===== config.mk =====
export PLATFORM = sky130hd
export DESIGN_NAME = dsd_verdict
export DESIGN_NICKNAME = d
export VERILOG_FILES = /design/src/rtl/dsd_pkg.sv /design/src/rtl/dsd_verdict.sv
export SDC_FILE = /design/constraint.sdc
export NUM_CORES = 1
export LEC_CHECK = 0
export BUFFER_PORTS_ARGS = -buffer_cell sky130_fd_sc_hd__buf_2
export CORE_UTILIZATION = 37
export DETAILED_ROUTE_END_ITERATION = 7
export PLACE_DENSITY = 0.95
export REMOVE_ABC_BUFFERS = 1
export SYNTH_ARGS = -nofsm -noshare
export SYNTH_HDL_FRONTEND = slang
export SYNTH_SLANG_ARGS = --single-unit

===== constraint.sdc =====
create_clock -name vclk -period 2.2
set_input_delay 0.22 -clock vclk [all_inputs]
set_output_delay 0.22 -clock vclk [all_outputs]
set_load 0.005 [all_outputs]

===== src/rtl/dsd_pkg.sv =====
package dsd_pkg;

  localparam int WORD_W = 32;

  typedef enum logic [1:0] {
    KIND_READ  = 2'b00,
    KIND_WRITE = 2'b01,
    KIND_FETCH = 2'b10,
    KIND_BAD   = 2'b11
  } kind_e;

  typedef enum logic [2:0] {
    CLS_NORMAL = 3'd0,
    CLS_FLOAT  = 3'd1,
    CLS_RESV   = 3'd2,
    CLS_CACHE  = 3'd3,
    CLS_EXTCTL = 3'd4
  } class_e;

  typedef enum logic [1:0] {
    EXC_NONE  = 2'd0,
    EXC_INSTR = 2'd1,
    EXC_DATA  = 2'd2,
    EXC_ALIGN = 2'd3
  } exc_e;

  typedef struct packed {
    logic              grant;
    logic              noop;
    logic              err;
    exc_e              exc;
    logic [WORD_W-1:0] code;
    logic [WORD_W-1:0] status;
    logic              capture;
    logic              pass;
  } verdict_t;

  localparam logic [WORD_W-1:0] CODE_FETCH_NX = 32'h1000_0000;
  localparam logic [WORD_W-1:0] ST_KEY_WR     = 32'h0A00_0000;
  localparam logic [WORD_W-1:0] ST_KEY_RD     = 32'h0800_0000;
  localparam logic [WORD_W-1:0] ST_RESV_WR    = 32'h0600_0000;
  localparam logic [WORD_W-1:0] ST_RESV_RD    = 32'h0400_0000;
  localparam logic [WORD_W-1:0] ST_EXT_WR     = 32'h0610_0000;
  localparam logic [WORD_W-1:0] ST_EXT_RD     = 32'h0410_0000;

endpackage


===== src/rtl/dsd_verdict.sv =====
module dsd_verdict
  import dsd_pkg::*;
#(
  parameter logic [WORD_W-1:0] ALIGN_FP_CODE = 32'h0000_0010
) (
  input  logic [1:0] kind,
  input  logic [2:0] cls,
  input  logic       key,
  output verdict_t   verdict
);

  logic is_rd;
  logic is_wr;
  logic key_ok;

  assign is_rd  = (kind == KIND_READ);
  assign is_wr  = (kind == KIND_WRITE);
  assign key_ok = (is_wr || !key) && (is_rd || key);

  always_comb begin
    verdict = '0;
    if (kind == KIND_FETCH) begin
      verdict.exc  = EXC_INSTR;
      verdict.code = CODE_FETCH_NX;
    end else if (kind == KIND_BAD) begin
      verdict.err = 1'b1;
    end else begin
      case (cls)
        CLS_NORMAL: begin
          if (key_ok) begin
            verdict.grant = 1'b1;
            verdict.pass  = 1'b1;
          end else begin
            verdict.exc     = EXC_DATA;
            verdict.status  = is_wr ? ST_KEY_WR : ST_KEY_RD;
            verdict.capture = 1'b1;
          end
        end
        CLS_FLOAT: begin
          verdict.exc     = EXC_ALIGN;
          verdict.code    = ALIGN_FP_CODE;
          verdict.capture = 1'b1;
        end
        CLS_RESV: begin
          verdict.exc     = EXC_DATA;
          verdict.status  = is_wr ? ST_RESV_WR : ST_RESV_RD;
          verdict.capture = 1'b1;
        end
        CLS_CACHE: begin
          verdict.noop = 1'b1;
        end
        CLS_EXTCTL: begin
          verdict.exc     = EXC_DATA;
          verdict.status  = is_wr ? ST_EXT_WR : ST_EXT_RD;
          verdict.capture = 1'b1;
        end
        default: begin
          verdict.err = 1'b1;
        end
      endcase
    end
  end

endmodule


## Word-level counts from Yosys, hierarchy flattened

Cells that the tools add are included.

| cells by class | value |
|---|---|
| $add $sub $neg | 0 |
| multiply operators | 0 |
| divide/modulo/power cells | 0 |
| order comparisons | 0 |
| equal/unequal tests | 7 |
| shift-type cells | 0 |
| multiplexer cells | 19 |
| bitwise operators | 0 |
| reductions and logical operators | 9 |

Operators with widths:

| operator | count |
|---|---|
| $pmux W28 S3 | 1 |
| $mux W26 | 3 |
| $mux W34 | 2 |
| $mux W68 | 1 |
| $mux W29 | 1 |
| $eq A3 B2 Y1 const B | 2 |
| $pmux W2 S3 | 1 |
| $mux W1 | 5 |
| $mux W5 | 1 |
| $reduce_or A5 Y1 | 1 |
| $eq A2 B2 Y1 const B | 2 |
| $mux W2 | 2 |
| $eq A3 B1 Y1 const B | 1 |
| $eq A3 B3 Y1 const B | 1 |
| $logic_not A3 Y1 | 1 |
| $mux W3 | 1 |
| $reduce_or A3 Y1 | 1 |
| $eq A2 B1 Y1 const B | 1 |
| $logic_not A2 Y1 | 1 |
| $logic_or A1 B1 Y1 | 2 |
| $pmux W1 S2 | 1 |
| $reduce_or A2 Y1 | 1 |
| $logic_and A1 B1 Y1 | 1 |
| $logic_not A1 Y1 | 1 |

| word-level totals | value |
|---|---|
| register bits after elaboration | 0 |
| bits in latches | 0 |
| memory bits (writable) | 0 |
| ROM bits | 0 |
| bits of input ports | 6 |
| output and inout bits | 71 |
| word-level logic and storage cells | 35 |
| memories kept | 0 |

## Longest topological paths before layout

| depth | value |
|---|---|
| word-level depth | 7 |
| mapped depth | 4 |
| mapped depth without buffers | 2 |

## Least setup slack after synthesis

Ideal clock, no wire load.

| timing path | value |
|---|---|
| path kind | input to output |
| from | in cls[0] |
| to | out verdict[70] in the netlist's numbering |
| data arrival time | 1132 ps |
| data required time | 1980 ps |
| setup slack | 848 ps |
| cell stages on the path | 4 |
| buffers on the path | 2 |
| path through | buf_2 or4_4 nor2_1 buf_4 |

RTL lines:

| item | line | source |
|---|---|---|
| start, declared | dsd_verdict.sv:7 | `input logic [2:0] cls,` |
| end, declared | dsd_verdict.sv:9 | `output verdict_t verdict` |

==> out/results.txt <==
Status: complete, no violations
Initial antenna violation count: 0
First-pass GRT wire length: 931 um
IO Count: 77
Register area: 0 um2
Nets: 108
Setup CP Type: input port to primary output
Die H: 43.0 um
VDD IR max: 0.0356 mV
Total wire length: 722 um
Internal power: 21.0 uW
HPWL Detailed: 658 um
Grt total ovfl: 0
Post-CTS resize count: 0
Routed vias/inst: 3.34
Final hold viol count: 0
Net Sw Power: 46.4 uW
DRC violations left: 0
Mapped Cells: 86
Router iterations before antenna repair: 2
Pins Over Slew Limit: 0
Count of different cell masters after synthesis: 24
Compound-Gate Fraction of Synth Area: 8.67%
Tightest Hold Check Type: input port to primary output
Sequential cell count: 0
Mux contribution to synthesized area: 0%
Number of max-cap violations: 0
XOR/XNOR Fraction of Synth Area: 2.82%
Crit-path max FO: 7
Flop pwr share: 0%
Vias: 387
TNS Setup: 0 ps
First DRT Iteration DRCs: 2
Routed Antenna Nets: 0
Vias in the first global route: 227
Postcts setup bufs: 0
Fmax achieved: 739 MHz
Core Area: 1540 um2
Adder-Cell Fraction of Synth Area: 0%
Global-route usage over all layers: 5.89%
Syn-to-layout area delta: -21.6%
Post-CTS Hold Fix Bufs: 0
Mapped Area: 621 um2
Tcrit/Tclk final: 61.5%
Arrival @ worst endpoint: 1130 ps
Layout cell share with drive strength beyond 1: 21.0%
Leading cell type in the layout, fill and taps excluded: conb_1
Setup crit start kind: input port
Unrepaired setup endpoints after global routing: no
Clkbuf count: 0
Starting Density: 40.3%
Final Setup Violations: 0
Worst path required time: 1980 ps
Leakage: 0.330 nW
Die W: 43.0 um
Cell Area, Placed: 487 um2
Number of buffers inserted by port buffering: 19
Comb pwr share: 100.0%
Ant. Diodes: 0
Number of placement rows: 14
Sw Share: 68.8%
Largest net degree at the start of global routing: 10
Die area: 1850 um2
Sequential area share after synthesis: 0%
Fin crit period: 1350 ps
Commonest cells after routing, fill and taps aside: 58 x conb_1, 19 x buf_2, 3 x nor2_1, 2 x nand2_1, 2 x o311a_1
Post-Synth Simple-Gate Area: 12.7%
Setup crit end kind: primary output
RD Place Congestion: 0.691
Warnings, synthesis: 0
Largest family of logic cells by synthesized area: buffers and inverters
Average size of a mapped cell: 7.22 um2
Pwr dens: 139 nW/um2
Fin area: 487 um2
WL/cell: 6.22 um
Clk pwr share: 0%
==> worst max-delay path: stages <==
cell	delay, ps
buf_2	140
or4_4	540
nor2_1	110
buf_2	120
==> power groups by stage <==
stage          Combinational, mW  Sequential (mW)  Clock [mW]
2_1_floorplan             0.0418                0           0
3_3_place_gp              0.0656                0           0
3_5_place_dp              0.0657                0           0
4_1_cts                   0.0661                0           0
5_1_grt                   0.0782                0           0
6_report                  0.0675                0           0
==> kinds of logic after synthesis <==
family | after synthesis
xor+xnor | 2
simple gates | 13
other cells | 1
compound gates | 7
buf+inv | 63
==> final timing paths <==
path	start	end	slack (ps)	depth (start not counted)
setup / recovery	cls[2]	verdict[0]	850	4
hold / removal	kind[0]	verdict[62]	730	3
==> per-layer routing <==
layer	share of wire [%]	vias to the layer above	track usage (%)	routed length, um
met2	58	35	12.7	417
li1	-	184	-	-
met5	0	-	0	0
met4	0	0	0	0
met1	28	168	6.08	199
met3	15	0	0.851	106
==> synth_stat cells, types with 2 or more instances <==
library cell / n / area [um2]
buf_4: 59 / 443
o311a_1: 2 / 20.0
nor2_1: 3 / 11.3
nand2_1: 2 / 7.51
==> through the flow <==
| stage | power, mW | setup WS [ps] | hold slack (ps) | util [%] | cells |
|---|---|---|---|---|---|
| 2_1_floorplan | 0.0418 | 1060 | 473 | - | 81 |
| 3_5_place_dp | 0.0657 | 841 | 734 | 31.6 | 116 |
| 5_1_grt | 0.0782 | 794 | 760 | 31.6 | 116 |
| 4_1_cts | 0.0661 | 839 | 736 | 31.6 | 116 |
| 3_3_place_gp | 0.0656 | 838 | 731 | 31.6 | 116 |
| 6_report | 0.0675 | 847 | 732 | 31.6 | 116 |
==> area by class of cell <==
class              instances  area [um2]
well taps                 16        20.0
multi-input cells         80         368
inverters                  1        3.75
fillers                  175        1050
repair buffers            19        95.1
No activity file was read; power rests on OpenSTA's default activity.
